$ cat src/rtl/nts_pkg.sv
package nts_pkg;
   typedef enum logic [1:0] {
      ST_IDLE    = 2'd0,
      ST_WAIT_HI = 2'd1,
      ST_DRIVE   = 2'd2,
      ST_RELEASE = 2'd3
   } tx_state_e;
endpackage

$ cat src/rtl/nts_line_sync.sv
module nts_line_sync #(
   parameter int STAGES = 2
) (
   input  logic clk,
   input  logic rst_n,
   input  logic pin_i,
   output logic level_o
);
   logic [STAGES-1:0] chain_q;

   generate
      if (STAGES < 1) begin : g_bad_stages
         $error("nts_line_sync: STAGES must be at least 1");
      end
      if (STAGES == 1) begin : g_single
         always_ff @(posedge clk or negedge rst_n) begin
            if (!rst_n) chain_q <= 1'b1;
            else        chain_q <= pin_i;
         end
      end else begin : g_chain
         always_ff @(posedge clk or negedge rst_n) begin
            if (!rst_n) chain_q <= '1;
            else        chain_q <= {chain_q[STAGES-2:0], pin_i};
         end
      end
   endgenerate

   assign level_o = chain_q[STAGES-1];
endmodule

$ cat src/rtl/nts_hold_timer.sv
module nts_hold_timer #(
   parameter int HOLD_CLKS = 8
) (
   input  logic clk,
   input  logic rst_n,
   input  logic clr_i,
   input  logic en_i,
   output logic end_o
);
   localparam int HOLD_W = $clog2(HOLD_CLKS + 1);

   logic [HOLD_W-1:0] cnt_q;

   generate
      if (HOLD_CLKS < 1) begin : g_bad_hold
         $error("nts_hold_timer: HOLD_CLKS must be at least 1");
      end
   endgenerate

   always_ff @(posedge clk or negedge rst_n) begin
      if (!rst_n)     cnt_q <= '0;
      else if (clr_i) cnt_q <= '0;
      else if (en_i)  cnt_q <= cnt_q + HOLD_W'(1);
   end

   assign end_o = en_i && (cnt_q == HOLD_W'(HOLD_CLKS - 1));


   hold_range_chk: assert property (@(posedge clk) disable iff (!rst_n)
      cnt_q < HOLD_W'(HOLD_CLKS));
endmodule

$ cat src/rtl/nts_nibble_shifter.sv
module nts_nibble_shifter #(
   parameter int NIB_W = 4
) (
   input  logic               clk,
   input  logic               rst_n,
   input  logic               load_i,
   input  logic               pair_i,
   input  logic [2*NIB_W-1:0] data_i,
   input  logic               step_i,
   output logic               msb_o,
   output logic               final_o
);
   localparam int CNT_W = $clog2(NIB_W + 1);

   logic [NIB_W-1:0] work_q, spare_q;
   logic [CNT_W-1:0] left_q;
   logic             pend_q;

   always_ff @(posedge clk or negedge rst_n) begin
      if (!rst_n) begin
         work_q  <= '0;
         spare_q <= '0;
         left_q  <= '0;
         pend_q  <= 1'b0;
      end else if (load_i) begin
         left_q <= CNT_W'(NIB_W);
         if (pair_i) begin
            work_q  <= data_i[2*NIB_W-1:NIB_W];
            spare_q <= data_i[NIB_W-1:0];
            pend_q  <= 1'b1;
         end else begin
            work_q  <= data_i[NIB_W-1:0];
            spare_q <= '0;
            pend_q  <= 1'b0;
         end
      end else if (step_i) begin
         if (left_q == CNT_W'(1) && pend_q) begin
            work_q <= spare_q;
            left_q <= CNT_W'(NIB_W);
            pend_q <= 1'b0;
         end else begin
            work_q <= work_q << 1;
            left_q <= left_q - CNT_W'(1);
         end
      end
   end

   assign msb_o   = work_q[NIB_W-1];
   assign final_o = (left_q == CNT_W'(1)) && !pend_q;


   count_range_chk: assert property (@(posedge clk) disable iff (!rst_n)
      left_q <= CNT_W'(NIB_W));

   step_live_chk: assert property (@(posedge clk) disable iff (!rst_n)
      step_i |-> (left_q != '0));
endmodule

$ cat src/rtl/nibble_serial_tx.sv
module nibble_serial_tx
   import nts_pkg::*;
#(
   parameter int NIB_W       = 4,
   parameter int HOLD_CLKS   = 8,
   parameter int SYNC_STAGES = 2
) (
   input  logic               clk,
   input  logic               rst_n,
   input  logic               start_i,
   input  logic               pair_mode_i,
   input  logic [2*NIB_W-1:0] data_i,
   input  logic               line_i,
   output logic               line_pull_o,
   output logic               busy_o,
   output logic               done_o
);
   generate
      if (NIB_W < 1) begin : g_bad_nib
         $error("nibble_serial_tx: NIB_W must be at least 1");
      end
      if (HOLD_CLKS <= SYNC_STAGES) begin : g_bad_hold
         $error("nibble_serial_tx: HOLD_CLKS must exceed SYNC_STAGES");
      end
   endgenerate

   tx_state_e state_q, state_nx;
   logic      line_hi, hold_end, hold_en, hold_clr;
   logic      bit_msb, last_bit, load, step;
   logic      pull_nx, done_nx;

   nts_line_sync #(.STAGES(SYNC_STAGES)) u_sync (
      .clk(clk), .rst_n(rst_n), .pin_i(line_i), .level_o(line_hi));

   nts_hold_timer #(.HOLD_CLKS(HOLD_CLKS)) u_timer (
      .clk(clk), .rst_n(rst_n), .clr_i(hold_clr), .en_i(hold_en), .end_o(hold_end));

   nts_nibble_shifter #(.NIB_W(NIB_W)) u_shift (
      .clk(clk), .rst_n(rst_n), .load_i(load), .pair_i(pair_mode_i),
      .data_i(data_i), .step_i(step), .msb_o(bit_msb), .final_o(last_bit));

   assign hold_en  = (state_q == ST_DRIVE) || (state_q == ST_RELEASE);
   assign hold_clr = !hold_en || hold_end;
   assign load     = (state_q == ST_IDLE) && start_i;
   assign step     = (state_q == ST_RELEASE) && hold_end;

   always_comb begin
      state_nx = state_q;
      pull_nx  = line_pull_o;
      done_nx  = 1'b0;
      case (state_q)
         ST_IDLE: if (start_i) state_nx = ST_WAIT_HI;
         ST_WAIT_HI:
            if (line_hi) begin
               state_nx = ST_DRIVE;
               pull_nx  = !bit_msb;
            end
         ST_DRIVE:
            if (hold_end) begin
               state_nx = ST_RELEASE;
               pull_nx  = 1'b0;
            end
         ST_RELEASE:
            if (hold_end) begin
               state_nx = last_bit ? ST_IDLE : ST_WAIT_HI;
               done_nx  = last_bit;
            end
         default: state_nx = ST_IDLE;
      endcase
   end

   always_ff @(posedge clk or negedge rst_n) begin
      if (!rst_n) begin
         state_q     <= ST_IDLE;
         line_pull_o <= 1'b0;
         done_o      <= 1'b0;
      end else begin
         state_q     <= state_nx;
         line_pull_o <= pull_nx;
         done_o      <= done_nx;
      end
   end

   assign busy_o = (state_q != ST_IDLE);


   pull_busy_chk: assert property (@(posedge clk) disable iff (!rst_n)
      line_pull_o |-> busy_o);

   wait_low_chk: assert property (@(posedge clk) disable iff (!rst_n)
      (state_q == ST_WAIT_HI && !line_hi) |=> !line_pull_o);

   pull_after_high_chk: assert property (@(posedge clk) disable iff (!rst_n)
      $rose(line_pull_o) |-> $past(line_hi));

   release_free_chk: assert property (@(posedge clk) disable iff (!rst_n)
      (state_q == ST_RELEASE) |-> !line_pull_o);

   done_pulse_chk: assert property (@(posedge clk) disable iff (!rst_n)
      done_o |=> !done_o);

   done_idle_chk: assert property (@(posedge clk) disable iff (!rst_n)
      done_o |-> !busy_o);

   busy_ignore_chk: assert property (@(posedge clk) disable iff (!rst_n)
      (busy_o && start_i && !step) |=> busy_o);
endmodule

$ cat config.mk
export PLATFORM = sky130hd
export DESIGN_NAME = nibble_serial_tx
export DESIGN_NICKNAME = d
export VERILOG_FILES = /design/src/rtl/nts_pkg.sv /design/src/rtl/nts_line_sync.sv /design/src/rtl/nts_hold_timer.sv /design/src/rtl/nts_nibble_shifter.sv /design/src/rtl/nibble_serial_tx.sv
export SDC_FILE = /design/constraint.sdc
export NUM_CORES = 1
export LEC_CHECK = 0
export BUFFER_PORTS_ARGS = -buffer_cell sky130_fd_sc_hd__buf_2
export CORE_MARGIN = 2
export CORE_UTILIZATION = 45
export CTS_BUF_LIST = sky130_fd_sc_hd__clkbuf_4 sky130_fd_sc_hd__clkbuf_8
export DETAILED_ROUTE_END_ITERATION = 12
export REMOVE_ABC_BUFFERS = 1
export SLEW_MARGIN = 20
export SYNTH_ARGS = -nofsm -noshare
export SYNTH_HDL_FRONTEND = slang
export SYNTH_SLANG_ARGS = --single-unit
$ cat constraint.sdc
create_clock -name clk -period 1.9 [get_ports clk]
set_clock_uncertainty 0.1 [all_clocks]
set_input_delay 0.38 -clock clk [delete_from_list [all_inputs] [get_ports clk]]
set_output_delay 0.38 -clock clk [all_outputs]
set_load 0.01 [all_outputs]
; ---- Yosys cells after proc, flatten, opt, wreduce, memory -nomap -nowiden
; Cells that the tools add are included.
[word_totals]
ff_bits = 22
inputBits = 13
output_inout_bits = 3
word_cells = 64
[classes]
addsub = 2
eq_ne = 9
muxes = 25
n_reduce_logical = 19
[op_table]
columns = cell, count
row1 = 2-to-1 mux 4 bit, 7
row2 = nonzero test 2 bit, 5
row3 = 2-to-1 mux 1 bit, 9
row4 = 2-to-1 mux 3 bit, 3
row5 = 2-to-1 mux 2 bit, 4
row6 = one-hot mux 2 bit (4 select lines), 1
row7 = "!= test 2 bit, second input constant", 3
row8 = logical AND 1 bit, 5
row9 = "adder 4 x 1 -> 4 bit, second input constant", 1
row10 = "equality test 2 bit, second input constant", 2
row11 = "equality test 4 x 3 -> 1 bit, second input constant", 1
row12 = AND reduction 4 bit, 1
row13 = "equality test 3 x 1 -> 1 bit, second input constant", 1
row14 = logical NOT 1 bit, 3
row15 = AND reduction 3 bit, 1
row16 = "subtractor 3 x 1 -> 3 bit, second input constant", 1
row17 = "equality test 2 x 1 -> 1 bit, second input constant", 1
row18 = logical NOT 2 bit, 1
row19 = logical OR 1 bit, 2
row20 = "!= test 2 x 1 -> 1 bit, second input constant", 1
row21 = one-hot mux 1 bit (2 select lines), 1
row22 = AND reduction 2 bit, 1

; ---- Logic depth before layout (Yosys ltp)
; Gate-level depths: netlist of run 1.
[logic_depth]
depth_word = 6
ltp_mapped = 6
mapped_depth_nobuf = 5

; ---- Cells and area by module
; A second synthesis of run 1 with hierarchy kept.
[unflattened]
hier_cells = 123
hier_area_um2 = 1290.0
[by_module_without_submodules]
columns = mod, instances, cells_each, area_each_um2, seq_area_each_um2
row1 = nts_nibble_shifter, 1, 72, 661.9, 300.3
row2 = nibble_serial_tx, 1, 31, 346.6, 100.1
row3 = nts_hold_timer, 1, 18, 229.0, 100.1
row4 = nts_line_sync, 1, 2, 52.6, 52.6

; ---- Least setup slack after synthesis of run 1
; No wires, ideal clock.
[synth_path]
path_kind = register to register
from = register u_timer.cnt_q[0]
to = register state_q[0]
setup_ns = 0.125
arrival_time_ns = 1.351
required_time_ns = 1.675
setup_slack_ns = 0.325
stages_incl_launch_ff = 5
n_path_buf = 0
period_less_slack_ns = 1.575
path_cell_list = dfrtp_1 ha_1 and3b_2 o221ai_2 mux2_2
[synth_via]
elab_chain_cells = 4
elab_cells_between_ends = 5
cone_classes = eq/ne: 3 / reduce/logical: 2
[synth_rtl]
columns = item, line_no
row1 = from (decl), nts_hold_timer.sv:12  ; logic [HOLD_W-1:0] cnt_q;
row2 = from (signal assigned), nts_hold_timer.sv:23  ; else if (en_i) cnt_q <= cnt_q + HOLD_W'(1);
row3 = equality test 4 x 3 -> 1 bit (*), nts_hold_timer.sv:26  ; assign end_o = en_i && (cnt_q == HOLD_W'(HOLD_CLKS - 1));
row4 = logical AND 1 bit (*), nts_hold_timer.sv:26
row5 = != test 2 bit (no source line), n/a
row6 = AND reduction 4 bit (no source line) (*), n/a
row7 = to (signal assigned), nibble_serial_tx.sv:78  ; state_q <= state_nx;
row8 = to (decl), nibble_serial_tx.sv:27  ; tx_state_e state_q, state_nx;
; Mark *: on every way between the ends. The rest lies on a longest branch, timed or not.
; A chain may end at the register's enable or synchronous reset.

; ---- Worst setup path after layout of run 1
[layout_path]
from = register state_q[1]
to = output busy_o
[layout_via]
elab_chain_cells = 1
[layout_rtl]
columns = item, line_no
row1 = nonzero test 2 bit, nibble_serial_tx.sv:84  ; assign busy_o = (state_q != ST_IDLE);
row2 = to (decl), nibble_serial_tx.sv:15  ; output logic busy_o,
; Every way passes these cells.

==> PnR_summary.wiki, run 1 <==
{| class="wikitable"
! Metric !! Value
|-
| Internal power contribution || 1030 uW
|-
| Instance count on the critical path || 4
|-
| Drc violations || 0
|-
| Total number of vias || 854
|-
| Leading cell types in the layout, fill and taps excluded || sky130_fd_sc_hd__dfrtp_1, sky130_fd_sc_hd__buf_2, sky130_fd_sc_hd__nand2_1, sky130_fd_sc_hd__inv_1, sky130_fd_sc_hd__nand3_1
|-
| Part of the power in registers || 0.448
|-
| Critical Path Start Type || register
|-
| Vias in the first global route || 821
|-
| Mean post-synth cell area || roughly 10 um^2
|-
| Number of levels in the clock H-tree || 1
|-
| Critical Path End Type || output pin
|-
| Share of post-route cells with drive strength above 1 || 0.240
|-
| Post-synthesis to final-layout area growth || 12.2%
|-
| Port bufs || 15
|-
| Arrival time of the worst setup path || 1.33 ns
|-
| Maximum buffer depth of the clock tree || 2
|-
| Antenna-violating nets left || 0
|-
| Worst ir drop on vdd || ~0.63 mV
|-
| Sequential area share after synthesis || 0.477
|-
| Clock latency on the worst-skew pair || slightly above 0.3 ns
|-
| Die W || around 55 um
|-
| Cell leakage power || approximately 0.0006 uW
|-
| Leading area contributor after synthesis || sky130_fd_sc_hd__dfrtp_1
|-
| Synthesized area || 0.00116 mm^2
|-
| Sink Count || 22
|-
| Number of nets in the final layout || ~150
|-
| Worst slew pin tran || 0.497 ns
|-
| Cells traversed along the worst timing path || inv_1 > ha_2 > inv_1 > buf_2
|-
| Total Neg Setup Slack || 0 ns
|-
| Filler-free cell count of the finished design || between 150 and 200
|-
| Sum of net half-perimeters after detailed placement || 1670 um
|-
| WS Path Type || register to output pin
|-
| Worst path setup slack after routing || roughly 0.086 ns
|-
| HP Class || input port to register
|-
| Placed insts || 154
|-
| Vias per Instance || around 5.4
|-
| Clk slew on worst S/H paths || 0.13 ns
|-
| Total global routing overflow || 0
|-
| Setup-violating endpoint count in the final report || 0
|-
| ANT cells || 0
|-
| Count of yosys warnings during synthesis || 0
|-
| Instance count along the most critical hold path || 1
|-
| Routed wirelength normalized by instance count || about 15 um
|-
| Total Wirelength || 2320 um
|-
| Core Rows || 18
|-
| Largest fanout on the critical path || 4
|-
| Iter 0 DRT Violations || 12
|-
| Gate power share || 0.393
|-
| Final core area utilization || 0.530
|-
| Top post-synthesis cells by area || sky130_fd_sc_hd__dfrtp_1, sky130_fd_sc_hd__ha_1, sky130_fd_sc_hd__mux2_2, sky130_fd_sc_hd__dfstp_2, sky130_fd_sc_hd__nand3_1
|-
| Data required time of the critical path || ~1.4 ns
|-
| First-pass GRT wire length || ~3800 um
|-
| Final Max Tran Viols || 0
|-
| Synth unique cells || 34
|-
| Worst path bufs/invs || 3
|-
| Max stage delay on crit path || 0.44 ns
|-
| Minimum clock period after layout || 1.81 ns
|-
| Clock share of power || 0.159
|-
| Number of standard cells after synthesis || 113
|-
| Share of total power consumed by net switching || 0.363
|-
| Kind of cell adding the most delay to the critical path || flip-flops
|-
| Area enclosed by the die boundary || roughly 0.003 mm^2
|-
| Count of final hold-check violations || 0
|-
| Run status || complete, no violations
|-
| Synthesis-stage register bit count || 22
|-
| Clock root cell || sky130_fd_sc_hd__clkbuf_4
|-
| Placeable core region || between 0.002 and 0.0025 mm^2
|-
| Detailed Routing Iterations Pass 1 || 4
|-
| Number of CTS-inserted buffers || 3
|-
| Boundary pin count || 16
|-
| Number of cells on the worst reg-to-reg path || 4
|-
| Fmax || 551 MHz
|-
| Most frequent standard cell in the layout excluding fill and tap cells || sky130_fd_sc_hd__dfrtp_1
|-
| NetSw || 588 uW
|-
| Die outline height || approximately 55 um
|-
| Most common cell on crit path || sky130_fd_sc_hd__inv_1
|-
| Final Wtd Congestion || between 0.7 and 0.8
|-
| Cell Pwr Density || ~1200 mW/mm^2
|-
| Number of max-cap violations || 0
|-
| Clock tree from TritonCTS || yes
|-
| Cell with the largest stage delay on the worst path || sky130_fd_sc_hd__dfrtp_1
|-
| Number of buffers added for setup after CTS || 0
|-
| Worst-case headroom to the max-slew limit || 0.669
|-
| Antenna violations before repair || 0
|-
| Initial cell density of the core || 0.472
|-
| Final worst-path cycle share || 0.955
|-
| Largest net degree at the start of global routing || 23
|-
| Synth top area share || 0.431
|-
| Post-place setup slack || ~0.14 ns
|-
| GRT Util Overall || 0.181
|-
| Unrepaired setup endpoints after global routing || no
|}
## power groups by stage
stage / registers (uW) / clock network, uW / logic (uW)
finish: 726 / 258 / 636
global route: 745 / 293 / 726
CTS: 724 / 272 / 637
detailed placement: 732 / 0 / 627
global placement: 726 / 0 / 602
floorplan: 709 / 0 / 469
## final timing paths
path / to / startpoint / slack [ns]
min: u_sync.chain_q[0]$_DFF_PN1_ / line_i / 0.06
max in group asynchronous: u_sync.chain_q[0]$_DFF_PN1_ / rst_n / 0.88
max reg2reg: u_shift.left_q[2]$_DFFE_PN0P_ / state_q[0]$_DFFE_PN0P_ / 0.13
max: busy_o / state_q[1]$_DFFE_PN0P_ / 0.09
min in group asynchronous: state_q[1]$_DFFE_PN0P_ / rst_n / 0.45
min reg2reg: u_sync.chain_q[1]$_DFF_PN1_ / u_sync.chain_q[0]$_DFF_PN1_ / 0.26
## through the flow
stage / hold WS, ns / instance area, um^2 / power, uW
final: 0.0609 / 1300 / 1620
after global routing: 0.0208 / 1300 / 1760
after CTS: 0.0426 / 1300 / 1630
after detailed placement: 0.247 / 1250 / 1360
after global placement: 0.246 / 1250 / 1330
after floorplan: -0.0156 / 1140 / 1180
## per-layer routing
| metal | up-vias | part of all wire | GRT usage |
|---|---|---|---|
| li1 | 426 | - | - |
| met1 | 407 | 0.46 | 0.241 |
| met2 | 17 | 0.49 | 0.286 |
| met3 | 4 | 0.043 | 0.0601 |
| met4 | 0 | 0.0095 | 0.0375 |
| met5 | - | 0 | 0 |
## repair_timing
item | in CTS | in global routing
gates resized for setup | 0 | 1
endpoints found under the hold margin | 20 | 0
setup endpoints to repair | 0 | 1
hold buffers | 1 | 0
## cell usage after synthesis, drive strengths merged
cell type  number
dfstp           2
ha              8
and3b           2
o221ai          2
a41oi           3
and3            1
nand4b          1
nand3          10
nor2            6
o21ai           3
dfrtp          20
clkbuf          1
nand3b          1
or2             1
a22oi           1
nor3            3
xor2            1
o22ai           1
and2            2
nand2          11
inv            10
o311ai          1
mux2i           1
a21oi           3
and4b           1
buf             3
xnor2           1
mux2            5
nand2b          2
a22o            4
nor3b           1
o21bai          1
## sequential cells by signal, indices dropped and copies added, names as in the netlist
register,cells
done_o,1
line_pull_o,1
state_q,2
u_shift.left_q,3
u_shift.pend_q,1
u_shift.spare_q,4
u_shift.work_q,4
u_sync.chain_q,2
u_timer.cnt_q,4
## cell families after synthesis
group | share of synthesized area
xor+xnor | 0.0151
simple gates | 0.190
flops | 0.477
fa+ha+maj | 0.0863
mux | 0.0572
compound gates | 0.125
buf+inv | 0.0496
## cell type report
type                       count  area, um^2
clock buffer                   4        36.3
fill                         234        1150
inverter                      10        37.5
multi-input combinational     77         552
sequential                    22         553
tap                           30        37.5
timing repair buffer          16        85.1
## worst reg2reg max path, delay by kind of cell, from the launching register on
| family | cells | cell delay, ns |
|---|---|---|
| flops | 1 | 0.45 |
| fa+ha+maj | 1 | 0.25 |
| compound gates | 2 | 0.50 |
| simple gates | 1 | 0.29 |
(Power assumes the default switching activity.)
==> run 2, diff against run 1 <==
- ABC_AREA: unset -> 1
==> PnR_summary.wiki, run 2 <==
{| class="wikitable"
! Metric !! Value
|-
| Largest fanout on the critical path || 5 (+1)
|-
| Sequential area share after synthesis || 0.454 (-0.0225)
|-
| Part of the power in registers || 0.400 (-0.048)
|-
| Worst path bufs/invs || 3 (unchanged)
|-
| Antenna-violating nets left || 0 (unchanged)
|-
| Unrepaired setup endpoints after global routing || no
|-
| Arrival time of the worst setup path || 1.28 ns (-0.05 ns)
|-
| Core Rows || 18 (unchanged)
|-
| Most common cell on crit path || sky130_fd_sc_hd__inv_1
|-
| Synthesis-stage register bit count || 22 (unchanged)
|-
| Post-cts resize count || 0 (unchanged)
|-
| Internal power contribution || 1080 uW (+4.9%)
|-
| Number of CTS-inserted buffers || 3 (unchanged)
|-
| Setup-violating endpoint count in the final report || 0 (unchanged)
|-
| Synth unique cells || 22 (-35%)
|-
| Critical Path End Type || output pin
|-
| Largest regs || u_shift.spare_q (4), u_shift.work_q (4), u_timer.cnt_q (4)
|-
| Count of final hold-check violations || 0 (unchanged)
|-
| Fmax || 568 MHz (+3.1%)
|-
| Vias per Instance || 4.74 (-12%)
|-
| Post-place setup slack || 0.309 ns (+0.164 ns)
|-
| Share of total power consumed by net switching || 0.415 (+0.0522)
|-
| NetSw || 769 uW (+31%)
|-
| Cell Pwr Density || 1360 mW/mm^2 (+9.6%)
|-
| Mean post-synth cell area || 8.34 um^2 (-19%)
|-
| Final worst-path cycle share || 0.926 (-0.0284)
|-
| Drc violations || 0 (unchanged)
|-
| Vias in the first global route || 836 (+1.8%)
|-
| Post-synthesis to final-layout area growth || 11.4%
|-
| Final Max Tran Viols || 0 (unchanged)
|-
| Placeable core region || 0.00252 mm^2 (+2.8%)
|-
| Clock tree from TritonCTS || yes
|-
| Kind of cell adding the most delay to the critical path || flip-flops
|-
| Initial cell density of the core || 0.483 (+0.0102)
|-
| Placed insts || 190 (+23%)
|-
| Top post-synthesis cells by area || sky130_fd_sc_hd__dfrtp_1, sky130_fd_sc_hd__nand2_1, sky130_fd_sc_hd__ha_1, sky130_fd_sc_hd__inv_1, sky130_fd_sc_hd__nand3_1
|-
| Setup slack of the worst register-to-register path || 0.29 ns (+0.16 ns)
|-
| Largest net degree at the start of global routing || 23 (unchanged)
|-
| Die outline height || 56.0 um (+2.3%)
|-
| Die W || 56.0 um (+2.3%)
|-
| Clock latency on the worst-skew pair || 0.31 ns (about the same)
|-
| Routed wirelength normalized by instance count || 10.4 um (-29%)
|-
| Max stage delay on crit path || 0.44 ns (about the same)
|-
| Count of yosys warnings during synthesis || 0 (unchanged)
|-
| Worst-case headroom to the max-slew limit || 0.675 (+0.00679)
|-
| Fillcell total || 233 (-0.43%)
|-
| HP Class || input port to register
|-
| Async S/R FF share, synth || 1.00 (unchanged)
|-
| Area enclosed by the die boundary || 0.00314 mm^2 (+4.6%)
|-
| Sink Count || 22 (unchanged)
|-
| GRT Util Overall || 0.140 (-0.0414)
|-
| Run status || complete, no violations
|-
| Cells traversed along the worst timing path || inv_1 > ha_1 > inv_1 > buf_2
|-
| Leading post-synthesis cells by instance count || sky130_fd_sc_hd__nand2_1, sky130_fd_sc_hd__inv_1, sky130_fd_sc_hd__dfrtp_1, sky130_fd_sc_hd__nand3_1, sky130_fd_sc_hd__o21ai_0
|-
| Clock root cell || sky130_fd_sc_hd__clkbuf_4
|-
| WS Path Type || register to output pin
|-
| Total global routing overflow || 0 (unchanged)
|-
| Clk slew on worst S/H paths || 0.13 ns (about the same)
|-
| Number of max-cap violations || 0 (unchanged)
|-
| Number of nets in the final layout || 187 (+24%)
|-
| Clock share of power || 0.142 (-0.017)
|-
| Gate power share || 0.459 (+0.066)
|-
| Sum of net half-perimeters after detailed placement || 1560 um (-6.6%)
|-
| First-pass GRT wire length || 3550 um (-5.5%)
|-
| Total Neg Setup Slack || 0 ns (unchanged)
|-
| Number of levels in the clock H-tree || 1 (unchanged)
|-
| Synth top area share || 0.411 (-0.0204)
|-
| Maximum buffer depth of the clock tree || 2 (unchanged)
|-
| Total number of vias || 924 (+8.2%)
|-
| Share of post-route cells with drive strength above 1 || 0.206 (-0.0342)
|-
| Critical Path Start Type || register
|-
| Number of synthesized flops with an enable pin || 0 (unchanged)
|-
| Boundary pin count || 16 (unchanged)
|-
| Final core area utilization || 0.538 (+0.00763)
|-
| Port bufs || 15 (unchanged)
|-
| Most frequently used cell type in the post-synthesis netlist || sky130_fd_sc_hd__nand2_1
|-
| Total Wirelength || 2030 um (-12%)
|-
| Antenna violations before repair || 0 (unchanged)
|-
| Detailed Routing Iterations Pass 1 || 4 (unchanged)
|-
| Data required time of the critical path || 1.42 ns (about the same)
|-
| Worst ir drop on vdd || 0.851 mV (+35%)
|-
| Cell with the largest stage delay on the worst path || sky130_fd_sc_hd__dfrtp_1
|-
| Most frequent standard cell in the layout excluding fill and tap cells || sky130_fd_sc_hd__nand2_1
|-
| Leading cell types in the layout, fill and taps excluded || sky130_fd_sc_hd__nand2_1, sky130_fd_sc_hd__inv_1, sky130_fd_sc_hd__dfrtp_1, sky130_fd_sc_hd__buf_2, sky130_fd_sc_hd__nand3_1
|-
| Synthesized area || 0.00122 mm^2 (+5.0%)
|-
| Final Wtd Congestion || 0.746 (-0.56%)
|-
| ANT cells || 0 (unchanged)
|-
| Number of standard cells after synthesis || 146 (+29%)
|-
| Cell leakage power || 0.000758 uW (+24%)
|-
| Worst path setup slack after routing || 0.140 ns (+0.0539 ns)
|-
| Leading register cell type out of synthesis || sky130_fd_sc_hd__dfrtp_1
|-
| Leading area contributor after synthesis || sky130_fd_sc_hd__dfrtp_1
|-
| Minimum clock period after layout || 1.76 ns (-0.0539 ns)
|-
| Worst slew pin tran || 0.487 ns (-0.0102 ns)
|-
| Iter 0 DRT Violations || 20 (+8)
|-
| Filler-free cell count of the finished design || 195 (+23%)
|-
| Total chip power || 1850 uW (+14%)
|}
[run 2: cell types whose count changed after synthesis, moves of 2 or more]
cell                       change
sky130_fd_sc_hd__a21oi_2       +3
sky130_fd_sc_hd__a22o_1        -4
sky130_fd_sc_hd__a41oi_1       -3
sky130_fd_sc_hd__and2_1        -2
sky130_fd_sc_hd__buf_2         -3
sky130_fd_sc_hd__inv_1        +16
sky130_fd_sc_hd__mux2_2        -5
sky130_fd_sc_hd__nand2_1      +31
sky130_fd_sc_hd__nand2b_1      -2
sky130_fd_sc_hd__nand4_2       +2
sky130_fd_sc_hd__nor2_2        +3
sky130_fd_sc_hd__nor3_1        -3
sky130_fd_sc_hd__o21ai_0       +6
sky130_fd_sc_hd__o21ai_2       +2
[run 2: routing by layer]
metal | GRT usage | vias to the layer above | share of wire
met1 | 0.199 | 408 | 0.53
met3 | 0.0279 | 4 | 0.036
li1 | - | 493 | -
met5 | 0 | - | 0
met2 | 0.205 | 19 | 0.42
met4 | 0.0612 | 0 | 0.014
[run 2: kinds of logic after synthesis]
| group | Yosys count | share of synthesized area |
|---|---|---|
| XOR/XNOR | 2 | 0.0144 |
| AO/OA/AOI/OAI | 17 | 0.0874 |
| flip-flops | 22 | 0.454 |
| adder cells (fa/ha/maj) | 8 | 0.0822 |
| AND/OR/NAND/NOR | 70 | 0.265 |
| buffers and inverters | 27 | 0.0966 |
[run 2: power groups by stage]
| stage | Clock (uW) | Combinational (uW) | Sequential [uW] |
|---|---|---|---|
| 2_1_floorplan | 0 | 668 | 735 |
| 5_1_grt | 291 | 965 | 759 |
| 3_5_place_dp | 0 | 854 | 752 |
| 3_3_place_gp | 0 | 851 | 743 |
| 4_1_cts | 272 | 859 | 741 |
| 6_report | 262 | 849 | 740 |
[run 2: stage by stage]
stage	cell area, um^2	hold slack [ns]
4_1_cts	1360	0.0410
3_3_place_gp	1310	0.246
5_1_grt	1360	0.0238
6_report	1360	0.0511
3_5_place_dp	1310	0.248
2_1_floorplan	1200	-0.0156
[run 2: final cells by class]
| type | count | area (um^2) | area share |
|---|---|---|---|
| sequential | 22 | 553 | 0.408 |
| clock buffer | 4 | 36.3 | 0.0268 |
| inverter | 26 | 97.6 | 0.0720 |
| tap | 30 | 37.5 | 0.0277 |
| timing repair buffer | 16 | 85.1 | 0.0627 |
| multi-input combinational | 97 | 547 | 0.403 |
[run 2: repair_timing]
| action | in CTS | in global routing |
|---|---|---|
| hold buffers | 1 | 0 |
| endpoints found under the hold margin | 20 | 0 |
| setup buffers | 0 | 0 |
[run 2: worst register-to-register path, cell delays in order (launching register included)]
cell and delay [ns]:
sky130_fd_sc_hd__dfrtp_1 0.44, sky130_fd_sc_hd__inv_1 0.11, sky130_fd_sc_hd__ha_1 0.23, sky130_fd_sc_hd__nand2_2 0.16
sky130_fd_sc_hd__inv_1 0.14, sky130_fd_sc_hd__nand3_1 0.09, sky130_fd_sc_hd__o21ai_0 0.08, sky130_fd_sc_hd__nand2_1 0.06
sky130_fd_sc_hd__o21ai_0 0.08
[run 2: worst paths after layout]
path | start | endpoint | cells after the start
min in group asynchronous | rst_n | line_pull_o$_DFFE_PN0P_ | 2
worst max register to register | state_q[0]$_DFFE_PN0P_ | u_shift.work_q[0]$_DFFE_PN0P_ | 8
max in group asynchronous | rst_n | u_sync.chain_q[1]$_DFF_PN1_ | 2
worst min-delay path | line_i | u_sync.chain_q[0]$_DFF_PN1_ | 1
worst max-delay path | state_q[0]$_DFFE_PN0P_ | busy_o | 4
worst min register to register | u_sync.chain_q[0]$_DFF_PN1_ | u_sync.chain_q[1]$_DFF_PN1_ | 0
==> run 3, diff against run 2 <==
- CORE_UTILIZATION: 45 -> 40
==> PnR_summary.wiki, run 3 (synthesized netlist as in run 2, its figures left out) <==
{| class="wikitable"
! Metric !! Value
|-
| Number of buffers added for setup after CTS || 0 (unchanged)
|-
| Worst ir drop on vdd || 0.608 mV (-29%)
|-
| Cell leakage power || 0.000765 uW (+0.92%)
|-
| Iter 0 DRT Violations || 14 (-30%)
|-
| Boundary pin count || 16 (unchanged)
|-
| Setup-violating endpoint count in the final report || 0 (unchanged)
|-
| Area of the multi-input gates || 547 um^2 (unchanged)
|-
| First-pass GRT wire length || 3840 um (+8.2%)
|-
| Count of final hold-check violations || 0 (unchanged)
|-
| Sink Count || 22 (unchanged)
|-
| Maximum buffer depth of the clock tree || 2 (unchanged)
|-
| Sum of net half-perimeters after detailed placement || 1680 um (+7.3%)
|-
| Initial cell density of the core || 0.409 (-0.0738)
|-
| Unrepaired setup endpoints after global routing || no
|-
| Post-cts resize count || 0 (unchanged)
|-
| Final Wtd Congestion || 0.778 (+4.3%)
|-
| Part of the power in registers || 0.381 (-0.019)
|-
| Clock share of power || 0.186 (+0.044)
|-
| Total number of vias || 924 (unchanged)
|-
| Final worst-path cycle share || 0.936 (+0.00956)
|-
| Largest net degree at the start of global routing || 23 (unchanged)
|-
| Share of post-route cells with drive strength above 1 || 0.206 (unchanged)
|-
| Number of nets in the final layout || 187 (unchanged)
|-
| Critical Path End Type || output pin
|-
| Cell Pwr Density || 1410 mW/mm^2 (+3.6%)
|-
| Die W || 59.2 um (+5.6%)
|-
| Fmax || 562 MHz (-1.0%)
|-
| Number of max-cap violations || 0 (unchanged)
|-
| Area enclosed by the die boundary || 0.00350 mm^2 (+12%)
|-
| Cells traversed along the worst timing path || inv_1 > ha_1 > inv_1 > buf_2
|-
| Leading cell types in the layout, fill and taps excluded || sky130_fd_sc_hd__nand2_1, sky130_fd_sc_hd__inv_1, sky130_fd_sc_hd__dfrtp_1, sky130_fd_sc_hd__buf_2, sky130_fd_sc_hd__nand3_1
|-
| Largest fanout on the critical path || 5 (unchanged)
|-
| Total Neg Setup Slack || 0 ns (unchanged)
|-
| Clk slew on worst S/H paths || 0.13 ns (about the same)
|-
| Most common cell on crit path || sky130_fd_sc_hd__inv_1
|-
| Die outline height || 59.2 um (+5.6%)
|-
| Antenna-violating nets left || 0 (unchanged)
|-
| Clock latency on the worst-skew pair || 0.31 ns (about the same)
|-
| Fillcell total || 301 (+29%)
|-
| Max stage delay on crit path || 0.44 ns (about the same)
|-
| Worst slew pin tran || 0.481 ns (-0.00617 ns)
|-
| Number of levels in the clock H-tree || 1 (unchanged)
|-
| Run status || complete, no violations
|-
| HP Class || input port to register
|-
| Share of total power consumed by net switching || 0.395 (-0.0204)
|-
| Vias per Instance || 4.67 (-1.5%)
|-
| Worst path setup slack after routing || 0.122 ns (-0.0182 ns)
|-
| Port bufs || 15 (unchanged)
|-
| Core Rows || 20 (+2)
|-
| Largest regs || u_shift.spare_q (4), u_shift.work_q (4), u_timer.cnt_q (4)
|-
| ANT cells || 0 (unchanged)
|-
| Antenna violations before repair || 0 (unchanged)
|-
| Final Max Tran Viols || 0 (unchanged)
|-
| Total global routing overflow || 0 (unchanged)
|-
| Vias in the first global route || 922 (+10%)
|-
| Arrival time of the worst setup path || 1.30 ns (+0.02 ns)
|-
| Total Wirelength || 2120 um (+4.2%)
|-
| Worst-case headroom to the max-slew limit || 0.680 (+0.00411)
|-
| Post-synthesis to final-layout area growth || 13.1%
|-
| Gate power share || 0.433 (-0.026)
|-
| Routed wirelength normalized by instance count || 10.7 um (+2.6%)
|-
| Drc violations || 0 (unchanged)
|-
| Clock tree from TritonCTS || yes
|-
| GRT Util Overall || 0.145 (+0.00536)
|-
| Total area of sequential cells || 553 um^2 (unchanged)
|-
| Placeable core region || 0.00298 mm^2 (+18%)
|-
| Number of CTS-inserted buffers || 3 (unchanged)
|-
| WS Path Type || register to output pin
|-
| Cts hold-fix bufs || 1 (unchanged)
|-
| Minimum clock period after layout || 1.78 ns (+0.0182 ns)
|-
| Post-place setup slack || 0.310 ns (+0.000974 ns)
|-
| Detailed Routing Iterations Pass 1 || 4 (unchanged)
|-
| Data required time of the critical path || 1.42 ns (about the same)
|-
| NetSw || 768 uW (about the same)
|-
| Clock root cell || sky130_fd_sc_hd__clkbuf_4
|-
| Critical Path Start Type || register
|-
| Most frequent standard cell in the layout excluding fill and tap cells || sky130_fd_sc_hd__nand2_1
|-
| Internal power contribution || 1180 uW (+8.8%)
|-
| Cell with the largest stage delay on the worst path || sky130_fd_sc_hd__dfrtp_1
|}
[run 3: worst max-delay path: cells and delay by family (launching register included)]
kind | cells | cell delay, ns
flops | 1 | 0.44
buf+inv | 3 | 0.31
fa+ha+maj | 1 | 0.23
[run 3: metrics by stage]
stage	utilization	power [uW]	cell area [um^2]	hold WS (ns)	cells
after CTS	0.462	1980	1380	0.0343	198
after global routing	0.462	2160	1380	0.0114	198
final	0.462	1950	1380	0.0522	198
after floorplan	-	1400	1200	-0.0156	145
after detailed placement	0.441	1610	1310	0.247	193
after global placement	0.441	1590	1310	0.245	193
[run 3: layout make-up]
class	instances	area share
inverter	26	0.0709
clock inverter	1	0.0218
tap	33	0.0300
clock buffer	3	0.0164
sequential	22	0.402
timing repair buffer	16	0.0618
multi-input combinational	97	0.397
[run 3: routing by layer]
| metal | share of wire | vias to the layer above | GRT usage | routed length, um |
|---|---|---|---|---|
| li1 | - | 492 | - | - |
| met1 | 0.54 | 410 | 0.190 | 1130 |
| met2 | 0.41 | 17 | 0.237 | 873 |
| met3 | 0.035 | 5 | 0.0262 | 74 |
| met4 | 0.016 | 0 | 0.0584 | 34 |
| met5 | 0 | - | 0 | 0 |
[run 3: power groups by stage]
stage / Combinational (uW) / Clock (uW) / Sequential [uW]
finish: 843 / 361 / 741
global placement: 849 / 0 / 744
CTS: 863 / 373 / 743
global route: 1010 / 393 / 760
floorplan: 668 / 0 / 735
detailed placement: 860 / 0 / 751
[run 3: final timing paths]
path | startpoint | cells past startpoint | end | slack, ns
max in group asynchronous | rst_n | 2 | u_sync.chain_q[1]$_DFF_PN1_ | 0.91
hold reg to reg | u_sync.chain_q[0]$_DFF_PN1_ | 0 | u_sync.chain_q[1]$_DFF_PN1_ | 0.26
setup / recovery | state_q[0]$_DFFE_PN0P_ | 4 | busy_o | 0.12
hold / removal | line_i | 1 | u_sync.chain_q[0]$_DFF_PN1_ | 0.05
setup reg to reg | state_q[0]$_DFFE_PN0P_ | 6 | u_shift.spare_q[0]$_DFFE_PN0P_ | 0.28
min in group asynchronous | rst_n | 2 | u_timer.cnt_q[0]$_DFFE_PN0P_ | 0.44
